## src/rtl/filt_pkg.sv

```systemverilog
package filt_pkg;
  localparam int STD_W      = 11;
  localparam int EXT_W      = 18;
  localparam int WIDE_W     = 32;
  localparam int NARROW_W   = 16;
  localparam int ENT_PER_BK = 4;
  localparam int EXT_TOP_W  = 3;

  typedef struct packed {
    logic [STD_W-1:0] std_id;
    logic [EXT_W-1:0] ext_id;
    logic             ide;
    logic             rtr;
  } frame_id_t;
endpackage

```

## src/rtl/filt_word_pack.sv

```systemverilog
module filt_word_pack
  import filt_pkg::*;
(
  input  frame_id_t             frame_i,
  output logic [WIDE_W-1:0]     wide_o,
  output logic [NARROW_W-1:0]   narrow_o
);
  // wide: std, ext, ide, rtr, pad; narrow: std, rtr, ide, ext top bits
  assign wide_o   = {frame_i.std_id, frame_i.ext_id, frame_i.ide, frame_i.rtr, 1'b0};
  assign narrow_o = {frame_i.std_id, frame_i.rtr, frame_i.ide,
                     frame_i.ext_id[EXT_W-1 -: EXT_TOP_W]};
endmodule

```

## src/rtl/filt_bank.sv

```systemverilog
module filt_bank
  import filt_pkg::*;
(
  input  logic                  clk_i,
  input  logic                  rst_ni,
  input  logic [WIDE_W-1:0]     wide_i,
  input  logic [NARROW_W-1:0]   narrow_i,
  input  logic [WIDE_W-1:0]     r0_i,
  input  logic [WIDE_W-1:0]     r1_i,
  input  logic                  en_i,
  input  logic                  scale_i,
  input  logic                  mode_i,
  output logic [ENT_PER_BK-1:0] hit_o
);
  localparam int NUM_HALF = 4;

  logic [NARROW_W-1:0] half_w [NUM_HALF];
  logic [NUM_HALF-1:0] half_eq;
  logic                wide_mask_hit, wide_eq0, wide_eq1;
  logic                nar_mask_hit0, nar_mask_hit1;

  // halves ordered r0 low, r0 high, r1 low, r1 high
  genvar k;
  generate
    for (k = 0; k < NUM_HALF; k++) begin : g_half
      if (k < 2) begin : g_r0
        assign half_w[k] = r0_i[k*NARROW_W +: NARROW_W];
      end else begin : g_r1
        assign half_w[k] = r1_i[(k-2)*NARROW_W +: NARROW_W];
      end
      assign half_eq[k] = (narrow_i == half_w[k]);
    end
  endgenerate

  assign wide_mask_hit = (((wide_i ^ r0_i) & r1_i) == '0);
  assign wide_eq0      = (wide_i == r0_i);
  assign wide_eq1      = (wide_i == r1_i);
  assign nar_mask_hit0 = (((narrow_i ^ half_w[0]) & half_w[1]) == '0);
  assign nar_mask_hit1 = (((narrow_i ^ half_w[2]) & half_w[3]) == '0);

  always_comb begin
    hit_o = '0;
    if (en_i) begin
      unique case ({scale_i, mode_i})
        2'b10:   hit_o = {3'b000, wide_mask_hit};
        2'b11:   hit_o = {2'b00, wide_eq1, wide_eq0};
        2'b00:   hit_o = {2'b00, nar_mask_hit1, nar_mask_hit0};
        default: hit_o = half_eq;
      endcase
    end
  end

  p_wide_mask_one_r2: assert property (@(posedge clk_i) disable iff (!rst_ni)
    (scale_i && !mode_i) |-> (hit_o[3:1] == 3'b000));
  p_wide_list_two_r3: assert property (@(posedge clk_i) disable iff (!rst_ni)
    (scale_i && mode_i) |-> (hit_o[3:2] == 2'b00));
  p_narrow_mask_two_r4: assert property (@(posedge clk_i) disable iff (!rst_ni)
    (!scale_i && !mode_i) |-> (hit_o[3:2] == 2'b00));
endmodule

```

## src/rtl/filt_prio.sv

```systemverilog
module filt_prio #(
  parameter  int N     = 16,
  localparam int IDX_W = (N > 1) ? $clog2(N) : 1
) (
  input  logic             clk_i,
  input  logic             rst_ni,
  input  logic [N-1:0]     hits_i,
  output logic             any_o,
  output logic [IDX_W-1:0] idx_o
);
  always_comb begin
    idx_o = '0;
    for (int i = N-1; i >= 0; i--) begin
      if (hits_i[i]) idx_o = IDX_W'(i);
    end
  end
  assign any_o = |hits_i;

  p_lowest_wins_r6: assert property (@(posedge clk_i) disable iff (!rst_ni)
    any_o |-> (hits_i[idx_o] && ((hits_i & ((N'(1) << idx_o) - N'(1))) == '0)));
  p_idle_zero_idx_r6: assert property (@(posedge clk_i) disable iff (!rst_ni)
    !any_o |-> (idx_o == '0));
endmodule

```

## src/rtl/id_accept_filter.sv

```systemverilog
module id_accept_filter
  import filt_pkg::*;
#(
  parameter  int NUM_BANKS = 4,
  localparam int NUM_ENT   = NUM_BANKS * ENT_PER_BK,
  localparam int IDX_W     = $clog2(NUM_ENT)
) (
  input  logic                        clk_i,
  input  logic                        rst_ni,
  input  logic                        id_valid_i,
  input  logic [STD_W-1:0]            std_id_i,
  input  logic [EXT_W-1:0]            ext_id_i,
  input  logic                        ide_i,
  input  logic                        rtr_i,
  input  logic [NUM_BANKS-1:0]        bank_en_i,
  input  logic [NUM_BANKS-1:0]        bank_scale_i,
  input  logic [NUM_BANKS-1:0]        bank_mode_i,
  input  logic [NUM_BANKS*WIDE_W-1:0] bank_r0_i,
  input  logic [NUM_BANKS*WIDE_W-1:0] bank_r1_i,
  output logic                        accept_o,
  output logic [IDX_W-1:0]            match_idx_o
);
  frame_id_t           frame;
  logic [WIDE_W-1:0]   wide_w;
  logic [NARROW_W-1:0] narrow_w;
  logic [NUM_ENT-1:0]  hits;
  logic                any_hit;
  logic [IDX_W-1:0]    win_idx;
  logic                accept_q;
  logic [IDX_W-1:0]    idx_q;

  assign frame = '{std_id: std_id_i, ext_id: ext_id_i, ide: ide_i, rtr: rtr_i};

  filt_word_pack i_pack (
    .frame_i  (frame),
    .wide_o   (wide_w),
    .narrow_o (narrow_w)
  );

  genvar b;
  generate
    for (b = 0; b < NUM_BANKS; b++) begin : g_bank
      filt_bank i_bank (
        .clk_i    (clk_i),
        .rst_ni   (rst_ni),
        .wide_i   (wide_w),
        .narrow_i (narrow_w),
        .r0_i     (bank_r0_i[b*WIDE_W +: WIDE_W]),
        .r1_i     (bank_r1_i[b*WIDE_W +: WIDE_W]),
        .en_i     (bank_en_i[b]),
        .scale_i  (bank_scale_i[b]),
        .mode_i   (bank_mode_i[b]),
        .hit_o    (hits[b*ENT_PER_BK +: ENT_PER_BK])
      );
      p_off_bank_quiet_r7: assert property (@(posedge clk_i) disable iff (!rst_ni)
        !bank_en_i[b] |-> (hits[b*ENT_PER_BK +: ENT_PER_BK] == '0));
    end
  endgenerate

  filt_prio #(.N(NUM_ENT)) i_prio (
    .clk_i  (clk_i),
    .rst_ni (rst_ni),
    .hits_i (hits),
    .any_o  (any_hit),
    .idx_o  (win_idx)
  );

  always_ff @(posedge clk_i or negedge rst_ni) begin
    if (!rst_ni) begin
      accept_q <= 1'b0;
      idx_q    <= '0;
    end else begin
      accept_q <= id_valid_i && any_hit;
      if (id_valid_i && any_hit) idx_q <= win_idx;
    end
  end

  assign accept_o    = accept_q;
  assign match_idx_o = idx_q;

  p_pulse_needs_valid_r9: assert property (@(posedge clk_i) disable iff (!rst_ni)
    accept_o |-> $past(id_valid_i));
  p_idx_holds_r8: assert property (@(posedge clk_i) disable iff (!rst_ni)
    !accept_o |-> $stable(match_idx_o));
  p_miss_no_pulse_r8: assert property (@(posedge clk_i) disable iff (!rst_ni)
    (id_valid_i && !any_hit) |=> !accept_o);
endmodule

```

## config.mk

```make
export PLATFORM = sky130hd
export DESIGN_NAME = id_accept_filter
export DESIGN_NICKNAME = d
export VERILOG_FILES = /design/src/rtl/filt_pkg.sv /design/src/rtl/filt_word_pack.sv /design/src/rtl/filt_bank.sv /design/src/rtl/filt_prio.sv /design/src/rtl/id_accept_filter.sv
export SDC_FILE = /design/constraint.sdc
export NUM_CORES = 1
export LEC_CHECK = 0
export ABC_CLOCK_PERIOD_IN_PS = 1100
export BUFFER_PORTS_ARGS = -buffer_cell sky130_fd_sc_hd__buf_4
export CORE_MARGIN = 5
export CORE_UTILIZATION = 37
export CTS_BUF_LIST = sky130_fd_sc_hd__clkbuf_8
export DETAILED_ROUTE_END_ITERATION = 10
export GPL_TIMING_DRIVEN = 0
export HOLD_SLACK_MARGIN = 0.06
export PLACE_DENSITY = 0.62
export SLEW_MARGIN = 20
export SYNTH_ARGS = -nofsm -noshare
export SYNTH_HDL_FRONTEND = slang
export SYNTH_SLANG_ARGS = --single-unit
```

## constraint.sdc

```tcl
create_clock -name clk_i -period 1.1 [get_ports clk_i]
set_input_delay 0.11 -clock clk_i [delete_from_list [all_inputs] [get_ports clk_i]]
set_output_delay 0.11 -clock clk_i [all_outputs]
set_load 0.05 [all_outputs]
```

; ---- Word-level counts from Yosys, hierarchy flattened
; Cells that the tools add are included.
[word_totals]
ff_bits = 5
out_inout_bits = 5
[op_classes]
bitwise = 24
eq_ne = 32
mux = 24
n_reduce_logical = 18
[op_table]
columns = operator, count
row1 = equality test 16 bit, 16
row2 = equality test 32 bit, 8
row3 = AND 16 bit, 8
row4 = AND 32 bit, 4
row5 = logical NOT 16 bit, 8
row6 = logical NOT 32 bit, 4
row7 = XOR 16 bit, 8
row8 = XOR 32 bit, 4
row9 = two-way mux 4 bit, 20
row10 = one-hot mux 4 bit (3 select lines), 4
row11 = "equality test 2 bit, second input constant", 8
row12 = OR reduction 16 bit, 1
row13 = logical NOT 2 bit, 4
row14 = logical AND 1 bit, 1

; ---- Logic depth before layout (Yosys ltp)
[logic_depth]
depth_word = 21
mapped_depth = 13
ltp_nobuf = 10

; ---- Modules after synthesis
; Synthesis repeated with hierarchy kept, for this count alone.
[unflattened]
hier_cells = 1030
hier_area_um2 = 8012.7
[modules_own_cells]
columns = mod, area_per_inst_um2, n_inst, cells_each, seq_area_each_um2
row1 = filt_bank, 1819.2, 4, 234, 0.0
row2 = filt_word_pack, 364.1, 1, 49, 0.0
row3 = id_accept_filter, 195.2, 1, 11, 125.1
row4 = filt_prio, 176.4, 1, 34, 0.0

; ---- Worst setup path before layout
; OpenSTA, ideal clock, no wires.
[synth_path]
kind = input port to flip-flop
from = in rtr_i
to = reg idx_q[0] (netlist: match_idx_o[0])
path_stages = 11
path_buffers = 2
setup_ns = 0.125
path_slack_ns = -1.252
t_arrival_ns = 2.227
cell_sequence = buf_4 > buf_12 > xor2_1 > a22oi_1 > nand4_1 > nor4_1 > a31o_1 > o311a_1 > nand4b_4 > o41a_4 > mux2_4
[synth_between]
elab_chain_len = 19
word_cells_on_any_way = 86
[synth_lines]
columns = item, line
row1 = start: declaration, id_accept_filter.sv:14  ; input logic rtr_i,
row2 = equality test 16 bit or XOR 16 bit (tied branches), "filt_bank.sv:31, filt_bank.sv:39"
row3 = one-hot mux 4 bit (3 select lines) or AND 16 bit (tied branches), "filt_bank.sv:44, filt_bank.sv:39"
row4 = two-way mux 4 bit or logical NOT 16 bit (tied branches), "filt_bank.sv:43, filt_bank.sv:39"
row5 = two-way mux 4 bit or one-hot mux 4 bit (3 select lines) (tied branches), "filt_prio.sv:14, filt_bank.sv:44"
row6 = "two-way mux 4 bit, on equally long branches", "filt_prio.sv:14, filt_bank.sv:43"
row7 = two-way mux 4 bit (14 in a row), filt_prio.sv:14  ; if (hits_i[i]) idx_o = IDX_W'(i);
row8 = end signal: assignment, id_accept_filter.sv:74  ; if (id_valid_i && any_hit) idx_q <= win_idx;
row9 = end: declaration, id_accept_filter.sv:30  ; logic [IDX_W-1:0] idx_q;
; Several ways; a longest one is shown, not always the timed one.
; A chain may end at the register's enable or synchronous reset.

; ---- Worst setup path in the final report
[layout_path]
from = in ext_id_i[0]
to = reg idx_q[0] (netlist: match_idx_o[0])
[layout_between]
elab_chain_len = 18
word_cells_on_any_way = 44
[layout_lines]
columns = item, line
row1 = start: declaration, id_accept_filter.sv:12  ; input logic [EXT_W-1:0] ext_id_i,
row2 = XOR 32 bit, filt_bank.sv:35  ; assign wide_mask_hit = (((wide_i ^ r0_i) & r1_i) == '0);
row3 = AND 32 bit, filt_bank.sv:35
row4 = logical NOT 32 bit, filt_bank.sv:35
row5 = one-hot mux 4 bit (3 select lines), filt_bank.sv:44  ; unique case ({scale_i, mode_i})
row6 = two-way mux 4 bit, filt_bank.sv:43  ; if (en_i) begin
row7 = two-way mux 4 bit (13 in a row), filt_prio.sv:14
; Several ways; a longest one is shown, not always the timed one.

==> flow_summary_export.csv <==
group,metric,value,unit
logic_synthesis,synth_seq_area_share,1.700,%
pwr,irDropWorstVdd,0.3109,mV
clock_network,cts_sinks,5,
detailed_routing,dr_wl_met2,20.67,mm
floorplan,fp.coreArea,19530,sq um
cells_and_area,antenna_cells,0,
global_route,grt_max_degree,11,
logic_synthesis,syn_area_per_cell,7.789,sq um
global_route,grt_pass1_wl,64.58,mm
floorplan,rows,51,
detailed_routing,wl_met3,5.741,mm
floorplan,fp.dieH,151.0,um
pwr,swShare,52.15,%
sta,post-route-min-period,2.358,ns
pwr,sequentialPowerShare,3.3,%
pwr,power,6.266,mW
detailed_routing,drc_errors,0,
detailed_routing,wl,46.55,mm
logic_synthesis,synthCells,945,
detailed_routing,vias,10210,
clock_network,cts_buffers,3,
sta,slew_viol_final,0,
critical_path,cp_data_required_time,1.20,ns
sta,setup_viol_count_final,5,
place,placed_cell_area,9926,sq um
detailed_routing,drtIter0Drc,1541,
min_path,hold_path.class,"in -> reg",
critical_path,crit_type,"in -> reg",
sta,worst_hold_slack,0.1200,ns
place,dpl.hpwl,35.07,mm
floorplan,start_util,37.70,%
logic_synthesis,ys_warn_count,0,
cells_and_area,drive_above_1_share,45.13,%
place,gp_congestion,1.061,
logic_synthesis,yosysMostFrequentCell,"xor2_1",
sta,finalCritPeriodShare,214.4,%
detailed_routing,antenna_left,0,
pwr,leakage,5.109,nW
cells_and_area,design_area,12470,sq um
run,maxCapViolations,0,
critical_path,startpoint_type,"primary input",
detailed_routing,wl_per_cell,29.65,um
pwr,powerDensity,502.5,nW/um^2
floorplan,ios,307,
logic_synthesis,ys_top_cells_by_area,"xor2_1, nor4_1, xnor2_1, a22oi_1, nand4_1",
logic_synthesis,synth_edf_count,0,
logic_synthesis,yosys-top-cells-count,"xor2_1, nor4_1, a22oi_1, xnor2_1, nand4_1",
status,violations,"setup timing",
pwr,switching_power,3.268,mW
critical_path,worst_ep_arrival_time,2.46,ns
clock_network,cts.reportedPaths.clkPinSlew,0.04,ns
floorplan,dieArea,22810,sq um
sta,rsz0062_at_grt,"true",
clock_network,clock_latency,0.22,ns
logic_synthesis,syn_area,7361,sq um
pwr,p_comb_share,91.3,%
sta,final_hold_viol_count,0,
sta,fin_ws,-1.258,ns
logic_synthesis,ys_ff_latch,5,
sta,fin_skew,0,ns
sta,max_freq,424.1,MHz
pwr,p_int,2.998,mW
cells_and_area,nNetsFinal,1608,
logic_synthesis,synth_nets,1247,
clock_network,cts_root_buf,"clkbuf_8",
logic_synthesis,ys.flop_type,"dfrtp_1",
global_route,antenna_found_initial,0,
clock_network,cts_tree,"done",
global_route,grt_pass1_vias,10410,
detailed_routing,drt_pass1_iterations,6,
logic_synthesis,ys_types,63,
cells_and_area,syn2layout_area_growth,69.42,%
floorplan,die_x,151.0,um
logic_synthesis,yosysTopAreaCellShare,41.53,%
sta,relSlewSlack,59.15,%
global_route,track_usage,38.33,%
detailed_routing,top_layer,"met4",
detailed_routing,viasPerCell,6.504,
cells_and_area,post-route-util,63.87,%
sta,worst_pin_slew,0.6071,ns
clock_network,clock_path_buffers,2,
logic_synthesis,async_flop_share,100.0,%
clock_network,cts_max_level,1,
place,io_buffers,275,
logic_synthesis,yosysTopAreaCell,"xor2_1",
cells_and_area,instances_no_fill,1570,
pwr,clkPwrFrac,5.4,%
critical_path,end_kind,"flop",
critical_path,crit_path_max_fanout,8,
global_route,grt_overflow,0,
status,status,"finished, violations left",
place,dp_cells,1485,
detailed_routing,wl_met1,16.58,mm
-- power groups by stage --
stage                     registers (mW)  logic [mW]  clock network (mW)
after detailed placement           0.209        4.57                   0
after global placement             0.208        4.61                   0
final                              0.207        5.72               0.340
after CTS                          0.207        5.28               0.331
after floorplan                    0.254        2.42                   0
after global routing               0.208        5.91               0.351
-- area by class of cell --
cell class / count / area (sq um)
clock inverters: 1 / 3.754
flip-flops and latches: 5 / 125.1
clock buffers: 3 / 41.29
well taps: 265 / 331.6
plain buffers: 52 / 854.6
multi-input cells: 870 / 8073
fillers: 1749 / 7056
repair buffers: 356 / 2974
inverters: 18 / 67.56
-- metrics by stage --
stage | setup TNS [ns] | worst slack [ns]
2_1_floorplan | -4.987 | -1.229
3_3_place_gp | -7.884 | -1.863
3_5_place_dp | -7.689 | -1.802
4_1_cts | -5.522 | -1.198
5_1_grt | -6.021 | -1.328
6_report | -5.647 | -1.258
-- worst max-delay path, stage by stage --
cell and delay, ns:
buf_4 0.26, xor2_1 0.23, nor4_1 0.08, and4_1 0.22, a32oi_4 0.31, a31oi_4 0.15
or2_4 0.28, o41a_4 0.51, mux2_4 0.30
-- sequential cells by signal, summed over array words and instances (netlist names) --
register	count
match_idx_o	4
accept_o	1
-- path summary, 6_finish.rpt --
kind	start	endpoint	cells past startpoint	slack, ns
worst max-delay path	ext_id_i[0]	match_idx_o[0]$_DFFE_PN0P_	9	-1.26
worst min-delay path	id_valid_i	match_idx_o[2]$_DFFE_PN0P_	2	0.12
worst max register to register	match_idx_o[0]$_DFFE_PN0P_	match_idx_o[0]$_DFFE_PN0P_	1	0.33
worst min register to register	match_idx_o[0]$_DFFE_PN0P_	match_idx_o[0]$_DFFE_PN0P_	1	0.54
max in group asynchronous	rst_ni	match_idx_o[2]$_DFFE_PN0P_	2	0.76
min in group asynchronous	rst_ni	match_idx_o[3]$_DFFE_PN0P_	2	0.23
-- kinds of logic (layout without fill, tap and decap cells) --
kind of cell	Yosys count	in the layout	synth area share (%)
AND/OR/NAND/NOR	302	302	23.92
buffers and inverters	70	430	7.496
multiplexers	1	1	0.2039
flip-flops	5	5	1.700
AO/OA/AOI/OAI	151	151	16.62
XOR/XNOR	416	416	50.06
-- cell usage in the layout, fill, tap and decap left out, drive strengths merged, types with 18 or more instances in the layout --
cell type / count
buf: 407
xor2: 353
nor4: 90
a22oi: 74
xnor2: 63
nand4: 56
nand2: 37
nor3: 36
inv: 19
nor2: 19
nand3: 18
-- routing by layer --
metal  vias to the layer above  global-route usage [%]
met5                         -                       0
met4                         0                   21.31
met3                       285                   7.540
met2                       961                   61.96
met1                      4795                   47.78
li1                       4171                       -
-- timing repair --
action | in CTS | in global routing
gates resized for setup | 190 | 76
hold buffers | 1 | 0
setup endpoints to repair | 5 | 5
cloned | 8 | 0
hold endpoints to repair | 5 | 0
buffers inserted | 53 | 19
pin swaps | 32 | 45
Power figures use the tool's default switching activity.
